File: src/rtl/csn_pkg.sv
package csn_pkg;
    typedef enum logic [1:0] {
        PH_IDLE = 2'd0,
        PH_WIN  = 2'd1,
        PH_CORR = 2'd2
    } csn_phase_e;
endpackage

File: src/rtl/csn_skew.sv
module csn_skew #(
    parameter int TW = 16
) (
    input  logic [TW-1:0] remote_val,
    input  logic [TW-1:0] transit,
    input  logic [TW-1:0] local_now,
    output logic [TW-1:0] skew
);
    // apparent offset of the remote clock relative to the latched local count
    assign skew = remote_val + transit - local_now;
endmodule

File: src/rtl/csn_median.sv
module csn_median #(
    parameter int N = 4,
    parameter int W = 16
) (
    input  logic [N*W-1:0] vals,
    input  logic [N-1:0]   vld,
    output logic [W-1:0]   med
);
    localparam int CW = $clog2(N + 1);

    // rank every valid entry (ties broken by index) and pick the lower-middle rank
    always_comb begin
        logic [CW-1:0]       cnt;
        logic [CW-1:0]       tgt;
        logic [CW-1:0]       rank;
        logic signed [W-1:0] vj;
        logic signed [W-1:0] vk;
        cnt = '0;
        for (int j = 0; j < N; j++) begin
            if (vld[j]) cnt = cnt + CW'(1);
        end
        tgt = (cnt - CW'(1)) >> 1;
        med = '0;
        for (int j = 0; j < N; j++) begin
            vj   = vals[j*W +: W];
            rank = '0;
            for (int k = 0; k < N; k++) begin
                vk = vals[k*W +: W];
                if (vld[k] && ((vk < vj) || ((vk == vj) && (k < j))))
                    rank = rank + CW'(1);
            end
            if (vld[j] && (rank == tgt)) med = vj;
        end
    end
endmodule

File: src/rtl/csn_node.sv
module csn_node
    import csn_pkg::*;
#(
    parameter int NODES = 4,
    parameter int MY_ID = 2,
    parameter int TW    = 16,
    parameter int WLW   = 8,
    localparam int IW   = (NODES > 1) ? $clog2(NODES) : 1
) (
    input  logic           clk,
    input  logic           rst_n,
    input  logic [TW-1:0]  cfg_period,
    input  logic [WLW-1:0] cfg_win_len,
    input  logic [TW-1:0]  cfg_delay,
    input  logic           rx_valid,
    input  logic [TW-1:0]  rx_data,
    output logic           tx_valid,
    output logic [TW-1:0]  tx_data,
    output logic [TW-1:0]  local_time,
    output logic           resync,
    output logic           win_active,
    output logic [IW-1:0]  win_slot,
    output logic           corr_valid,
    output logic [TW-1:0]  corr_value
);
    localparam logic [IW-1:0] OWN_SLOT  = IW'(MY_ID);
    localparam logic [IW-1:0] LAST_SLOT = IW'(NODES - 1);

    typedef struct packed {
        csn_phase_e        phase;
        logic [IW-1:0]     slot;
        logic [WLW-1:0]    tmr;
        logic [TW-1:0]     cnt;
        logic [TW-1:0]     due;
        logic [NODES-1:0]  got;
        logic [NODES*TW-1:0] skw;
    } node_st_t;

    node_st_t st_d, st_q;

    logic [TW-1:0] skew_now;
    logic [TW-1:0] med;
    logic [TW-1:0] due_diff;
    logic          due_now;

    csn_skew #(.TW(TW)) u_skew (
        .remote_val (rx_data),
        .transit    (cfg_delay),
        .local_now  (st_q.cnt),
        .skew       (skew_now)
    );

    csn_median #(.N(NODES), .W(TW)) u_med (
        .vals (st_q.skw),
        .vld  (st_q.got),
        .med  (med)
    );

    assign due_diff = st_q.cnt - st_q.due;
    assign due_now  = (st_q.phase == PH_IDLE) && !due_diff[TW-1];

    always_comb begin
        st_d     = st_q;
        st_d.cnt = st_q.cnt + TW'(1);
        case (st_q.phase)
            PH_IDLE: begin
                if (due_now) begin
                    st_d.phase        = PH_WIN;
                    st_d.slot         = '0;
                    st_d.tmr          = '0;
                    st_d.due          = st_q.due + cfg_period;
                    st_d.got          = '0;
                    st_d.got[MY_ID]   = 1'b1;
                    st_d.skw          = '0;
                end
            end
            PH_WIN: begin
                if (rx_valid && (st_q.slot != OWN_SLOT) && !st_q.got[st_q.slot]) begin
                    st_d.got[st_q.slot]          = 1'b1;
                    st_d.skw[st_q.slot*TW +: TW] = skew_now;
                end
                if (st_q.tmr == cfg_win_len - WLW'(1)) begin
                    st_d.tmr = '0;
                    if (st_q.slot == LAST_SLOT) st_d.phase = PH_CORR;
                    else                        st_d.slot  = st_q.slot + IW'(1);
                end else begin
                    st_d.tmr = st_q.tmr + WLW'(1);
                end
            end
            PH_CORR: begin
                st_d.cnt   = st_q.cnt + TW'(1) + med;
                st_d.phase = PH_IDLE;
            end
            default: st_d.phase = PH_IDLE;
        endcase
    end

    always_ff @(posedge clk or negedge rst_n) begin
        if (!rst_n) begin
            st_q.phase <= PH_IDLE;
            st_q.slot  <= '0;
            st_q.tmr   <= '0;
            st_q.cnt   <= '0;
            st_q.due   <= TW'(1);
            st_q.got   <= '0;
            st_q.skw   <= '0;
        end else begin
            st_q <= st_d;
        end
    end

    assign local_time = st_q.cnt;
    assign resync     = due_now;
    assign win_active = (st_q.phase == PH_WIN);
    assign win_slot   = st_q.slot;
    assign tx_valid   = (st_q.phase == PH_WIN) && (st_q.slot == OWN_SLOT) && (st_q.tmr == '0);
    assign tx_data    = st_q.cnt;
    assign corr_valid = (st_q.phase == PH_CORR);
    assign corr_value = med;
endmodule

File: config.mk
export PLATFORM = sky130hd
export DESIGN_NAME = csn_node
export DESIGN_NICKNAME = d
export VERILOG_FILES = /design/src/rtl/csn_pkg.sv /design/src/rtl/csn_skew.sv /design/src/rtl/csn_median.sv /design/src/rtl/csn_node.sv
export SDC_FILE = /design/constraint.sdc
export NUM_CORES = 1
export LEC_CHECK = 0
export ABC_CLOCK_PERIOD_IN_PS = 6190
export BUFFER_PORTS_ARGS = -buffer_cell sky130_fd_sc_hd__buf_4
export CAP_MARGIN = 20
export CORE_ASPECT_RATIO = 0.5
export CORE_MARGIN = 1.5
export CORE_UTILIZATION = 40
export DETAILED_ROUTE_END_ITERATION = 10
export PLACE_DENSITY_LB_ADDON = 0.12
export SLEW_MARGIN = 40
export SYNTH_ARGS = -nofsm -noshare
export SYNTH_HDL_FRONTEND = slang
export SYNTH_SLANG_ARGS = --single-unit
File: constraint.sdc
create_clock -name clk -period 6.19 [get_ports clk]
set_clock_uncertainty 0.1 [all_clocks]
set_input_delay 1.238 -clock clk [delete_from_list [all_inputs] [get_ports clk]]
set_output_delay 1.238 -clock clk [all_outputs]
set_load 0.02 [all_outputs]
Yosys cells after proc, flatten, opt, wreduce, memory -nomap -nowiden
Cells that the tools add are included.

Add/subtract/negate cells: 26. Muxes and demuxes: 40. $lt $le $gt $ge: 18. Multipliers: 0. Equality and inequality tests: 21. Div/mod/pow operators: 0. Shift operators: 2. Bitwise gates (word level): 1. Reductions and logical operators: 42.

Operators by type and width (count): 16-bit < comparator (16); 68-bit two-way mux (2); 68-bit case mux with 2 select lines (1); 16-bit == test (6); 16-bit two-way mux (5); 64-bit bitwise mux (1); 16-bit by 34-bit variable shift with 64-bit output (first input constant) (1); 16-bit by 34-bit variable part select with 64-bit output (1); 16-bit adder (3); 3-bit two-way mux (15); 6-bit negator with 34-bit output (1); 16-bit subtractor (2); 3-bit by 1-bit adder with 3-bit output (second input constant) (10); 1-bit logical AND (26); 10-bit case mux with 2 select lines (1); 16-bit by 1-bit adder with 16-bit output (second input constant) (1); 3-bit by 2-bit == test with 1-bit output (4); 12-bit two-way mux (1); 1-bit by 1-bit adder with 2-bit output (second input constant) (5); 8-bit by 1-bit adder with 8-bit output (second input constant) (1); 8-bit == test (1); 8-bit logical NOT (1); 8-bit two-way mux (1); 8-bit by 1-bit subtractor with 8-bit output (second input constant) (1); other kinds (22) (43).

Bits in read-only memories: 0. Logic and storage cells: 157. Bits in latches: 0. Bits in writable memories: 0. Input bits: 59. Memories kept: 0. Register bits after elaboration: 112.

Logic depth before layout (Yosys ltp)
Word-level depth: 17. Mapped depth: 36.

Modules after synthesis
A second synthesis with hierarchy kept.

Cells, all modules: 1418. Area total of the unflattened synthesis: 11920.2 um2.

By module, submodules not included: csn_node (times used 1, cells each 775, area an instance 7201.9 um2); csn_median (times used 1, cells each 447, area an instance 3338.2 um2); csn_skew (times used 1, cells each 196, area an instance 1380.1 um2).

Worst setup path before layout
OpenSTA, ideal clock, no wires.

Kind: flip-flop to flip-flop. Start: reg st_q[1] in the netlist's numbering. End: reg st_q (netlist bit local_time[15]). Buffers on the path: 0. Path slack: -221 ps. Required time: 6025 ps. Arrival: 6246 ps. Clock period less this slack: 6411 ps. Cell stages (with the launch flop): 32. Setup time: 65 ps. Path through: dfrtp_1 ha_1 nor2b_1 o21a_1 o21a_1 o21a_1 o21a_1 o21a_1 o21a_1 o21ai_0 a41oi_1 and3_1 ha_1 and2_1 or3_1 a31oi_1 o21ai_2 nor3_4 a22oi_1 a211o_1 o21ai_1 ha_1 a211oi_1 nor2_1 o211ai_1 a31oi_1 a31oi_1 o21ai_0 and3_1 o21ai_0 o31a_1 o211a_1.

RTL lines: from (decl) (line csn_node.sv:39) `node_st_t st_d, st_q;`; from (signal assigned) (line csn_node.sv:108) `st_q <= st_d;`.

Worst setup path after layout
Start: reg st_q[1] in the netlist's numbering. End: out corr_value[0].

Word-level cells in the longest chain between the ends: 15. Elaborated cells on any way between the ends: 60.

Ends and longest elaborated chain: 16-bit < comparator or 16-bit == test (tied branches) (line csn_median.sv:29) `if (vld[k] && ((vk < vj) || ((vk == vj) && (k < j))))`; 1-bit logical AND or 1-bit logical OR (tied branches) (line csn_median.sv:29); 1-bit two-way mux or 1-bit logical AND (tied branches) (line csn_median.sv:29); 1-bit by 1-bit adder with 2-bit output or 1-bit two-way mux (tied branches) (line csn_median.sv:30, csn_median.sv:29); 3-bit two-way mux or 1-bit by 1-bit adder with 2-bit output (tied branches) (line csn_median.sv:29, csn_median.sv:30); 3-bit by 1-bit adder with 3-bit output or 3-bit two-way mux (tied branches) (line csn_median.sv:30, csn_median.sv:29); 3-bit two-way mux or 3-bit by 1-bit adder with 3-bit output (tied branches) (line csn_median.sv:29, csn_median.sv:30); 3-bit by 1-bit adder with 3-bit output or 3-bit two-way mux (tied branches) (line csn_median.sv:30, csn_median.sv:29); 3-bit two-way mux or 3-bit by 1-bit adder with 3-bit output (tied branches) (line csn_median.sv:29, csn_median.sv:30); 3-bit by 2-bit == test with 1-bit output or 3-bit two-way mux (tied branches) (line csn_median.sv:32, csn_median.sv:29); 1-bit logical AND or 3-bit by 2-bit == test with 1-bit output (tied branches) (line csn_median.sv:32) `if (vld[j] && (rank == tgt)) med = vj;`; 16-bit two-way mux or 1-bit logical AND (tied branches) (line csn_median.sv:32); 16-bit two-way mux (2 in series) (line csn_median.sv:32); 16-bit two-way mux * (line csn_median.sv:32); to (decl) (line csn_node.sv:24) `output logic [TW-1:0] corr_value`.

Mark *: on every way between the ends. The rest lies on a longest branch, timed or not.

==> results.py <==
metrics = {
    "finish": {
        "areaGrowthSynthToFinish_pct": 28.0,
        "nets": 1797,
        "drive_gt1_frac": 0.266,
        "n_antenna_cell": 0,
        "fin_cells": 1931,
        "layout.filler_cells": 2657,
    },
    "synth": {
        "synth.top_cells.by_area": "dfrtp_1 25%, ha_1 20%, inv_1 5.5%",
        "yosys.area.top_type": "dfrtp_1",
        "synth_compound_area_frac": 0.214,
        "syn_inst": 1315,
        "synth_cell_type_count": 81,
        "ys_ff_latch": 112,
        "syn_avg_cell_area_sq_um": 8.61,
        "synth_top_area_frac": 0.245,
        "synth_top_family_by_area": "adder cells",
        "synth_adder_area_share": 0.226,
        "synthMuxAreaShare": 0.00575,
        "synth_most_common_cell": "ha_1",
        "ys_seq_area_frac": 0.248,
        "yosys.area_share.simple": 0.152,
        "synth_edf_count": 0,
        "synth_flop_cell": "dfrtp_1",
        "async_flop_share": 1.00,
        "synth_fp_nets": 1568,
        "synth-xor-area-share": 0.0624,
        "ys_warn_count": 0,
        "synth_commonest_cells": "177 x ha_1, 165 x inv_1, 111 x dfrtp_1, 97 x nor2_1, 83 x nand2_1",
        "netlist_area_sq_um": 11300,
    },
    "outcome": {
        "status": "finished with violations",
        "violations": "setup timing",
    },
    "power_and_ir_drop": {
        "peakVddDrop_v": 0.000205,
        "power_density_nw_per_um2": 368,
        "leakagePower_nw": 7.23,
    },
    "clock_tree": {
        "cts_hold_buf": 0,
        "cts_buffers": 9,
        "clkSinkCount": 112,
        "ctsLongestPathBuffers": 2,
        "cts_tree": "built",
        "cts_root_buf": "clkbuf_16",
        "cts_max_level": 3,
        "clk_latency_ns": 0.38,
        "clk_pin_slew_ns": 0.09,
    },
    "die": {
        "num_rows": 43,
        "die_x_um": 241,
        "dieArea_sq_um": 29400,
        "fp.dieH_um": 122,
        "io_pins": 113,
        "initial_core_util": 0.408,
        "core_sq_um": 27800,
    },
    "critical_path": {
        "worst_path_most_repeated_cell": "buf_6",
        "critPathKind": "flip-flop to output pin",
        "worstReg2RegStart": "st_q[1]$_DFFE_PN0P_",
        "cpMaxStageDelayCell": "dfrtp_1",
        "r2r_end": "local_time[15]$_DFF_PN0_",
        "cp_max_fo": 3,
        "cp-end-kind": "output pin",
        "cp.required_ns": 4.85,
        "r2r_slack_ns": -0.31,
        "arrival_ns": 5.18,
        "start_kind": "flip-flop",
        "r2r_cells": 34,
        "max_stage_delay_ns": 0.41,
    },
    "place": {
        "pre_cts_slack_ns": -0.347,
        "dpl.cell_count": 1870,
        "io_buffers": 112,
        "gp_congestion": 0.963,
        "hpwl_um": 29600,
    },
    "route": {
        "drtIter0Drc": 742,
        "drc": 0,
        "antenna_left": 0,
        "totalWireLength_um": 37500,
        "vias": 10500,
        "wire_per_inst_um": 19.4,
        "viasPerCell": 5.42,
        "firstDrtPassIters": 6,
    },
    "hold_path": {
        "hold_start": "st_q[83]$_DFFE_PN0P_",
        "hp-class": "flip-flop to flip-flop",
        "min_path_cells": 1,
        "whs_endpoint": "st_q[83]$_DFFE_PN0P_",
    },
    "flow_run": {
        "cap_violations": 0,
    },
    "timing": {
        "finalCritPeriodShare": 1.05,
        "min_period_ns": 6.52,
        "maxSlewHeadroom": 0.443,
        "setup_viol_count_final": 22,
        "max_freq_mhz": 153,
        "hold_ws_ns": 0.392,
        "setup_slack_ns": -0.326,
        "fin_setup_tns_ns": -4.23,
        "worstMarginPinSlew_ns": 0.835,
        "hold_violations": 0,
        "rsz0062_at_grt": "yes",
        "drv_slew": 0,
    },
    "global_route": {
        "grt-ovfl-total": 0,
        "antenna_found_initial": 0,
        "grt_pass1_wl_um": 57600,
        "grt_use_total": 0.261,
        "grt_max_degree": 71,
        "grt_pass1_vias": 10400,
    },
}
[layout by cell type, fill, tap and decap left out, types with 6 or more instances in the layout]
| cell type | netlist | layout |
|---|---|---|
| a211o_1 | 17 | 17 |
| a211oi_1 | 9 | 7 |
| a21o_1 | 26 | 26 |
| a21oi_1 | 62 | 55 |
| a21oi_2 | 1 | 6 |
| a22o_1 | 38 | 38 |
| a22oi_2 | 10 | 15 |
| a31oi_1 | 12 | 8 |
| and2_1 | 11 | 9 |
| and3_1 | 18 | 16 |
| buf_4 | 35 | 244 |
| buf_6 | 4 | 35 |
| clkbuf_16 | 0 | 9 |
| dfrtp_1 | 111 | 106 |
| fa_1 | 17 | 16 |
| ha_1 | 177 | 169 |
| ha_4 | 0 | 6 |
| inv_1 | 165 | 165 |
| nand2_1 | 83 | 83 |
| nand2b_1 | 10 | 10 |
| nand3_1 | 28 | 27 |
| nand4_1 | 21 | 21 |
| nor2_1 | 97 | 94 |
| nor2b_1 | 16 | 16 |
| nor3_1 | 21 | 17 |
| o211ai_1 | 6 | 6 |
| o21a_1 | 24 | 24 |
| o21ai_0 | 52 | 44 |
| o21ai_1 | 31 | 20 |
| o21ai_2 | 1 | 11 |
| o21ai_4 | 0 | 9 |
| o21bai_1 | 11 | 11 |
| o31ai_1 | 9 | 9 |
| xnor2_1 | 53 | 50 |
| xor2_1 | 25 | 25 |
[cell type report]
| cell class | count | area [sq um] | area share |
|---|---|---|---|
| Sequential cell | 112 | 2810 | 0.194 |
| Inverter | 168 | 631 | 0.0435 |
| Multi-Input combinational cell | 968 | 7930 | 0.548 |
| Tap cell | 382 | 478 | 0.0330 |
| Clock buffer | 10 | 239 | 0.0165 |
| Timing Repair Buffer | 285 | 2340 | 0.162 |
| Clock inverter | 6 | 51.3 | 0.00354 |
[worst max-delay path by stage]
stage | from | end | slack [ns] | depth (start not counted)
4_1_cts | st_q[1]$_DFFE_PN0P_ | local_time[14]$_DFF_PN0_ | -0.24 | 37
6_report | st_q[1]$_DFFE_PN0P_ | corr_value[0] | -0.33 | 28
3_3_place_gp | st_q[1]$_DFFE_PN0P_ | local_time[15]$_DFF_PN0_ | -0.19 | 32
2_1_floorplan | st_q[1]$_DFFE_PN0P_ | local_time[14]$_DFF_PN0_ | 0.01 | 34
5_1_grt | st_q[1]$_DFFE_PN0P_ | local_time[15]$_DFF_PN0_ | -0.58 | 34
3_5_place_dp | st_q[1]$_DFFE_PN0P_ | local_time[15]$_DFF_PN0_ | -0.35 | 32
[what timing repair did]
item | CTS | global route
gates cloned | 1 | 0
pin swaps | 58 | 39
gates resized for setup | 76 | 43
setup buffers | 33 | 23
setup endpoints to repair | 22 | 28
[per-stage QoR]
step	util	power [mW]	cell area [sq um]
global route	0.522	5.65	14500
floorplan	-	2.75	11400
global placement	0.480	3.91	13300
CTS	0.510	5.07	14200
finish	0.522	5.33	14500
detailed placement	0.480	3.96	13300
[cell families after synthesis]
kind of cell / after synthesis
muxes: 5
buffers and inverters: 235
DFF: 112
AOI/OAI and AO/OA: 346
xor gates and xnor gates: 79
and+or+nand+nor: 344
adders and majority gates: 194
[worst max-delay path: cells and delay by family, from the launching register on]
family	cells	cell delay [ns]
adders and majority gates	2	0.51
buffers and inverters	8	0.87
and+or+nand+nor	5	0.97
DFF	1	0.41
AOI/OAI and AO/OA	13	2.03
[flip-flops by register name (all words and copies together), names as in the netlist]
name,flops
win_slot,2
st_q,94
local_time,16
[power breakdown]
part           leakage [nW]  switching, mW  internal (mW)
Sequential             1.42          0.136          0.814
Combinational          5.67           1.82           1.94
Clock                 0.139          0.332          0.292
[routing by layer]
layer / GRT usage / part of all wire / vias up
li1: - / - / 5057
met1: 0.374 / 0.49 / 5168
met2: 0.418 / 0.45 / 215
met3: 0.0401 / 0.049 / 24
met4: 0.0488 / 0.011 / 0
met5: 0 / 0 / -
(Power assumes the default switching activity.)
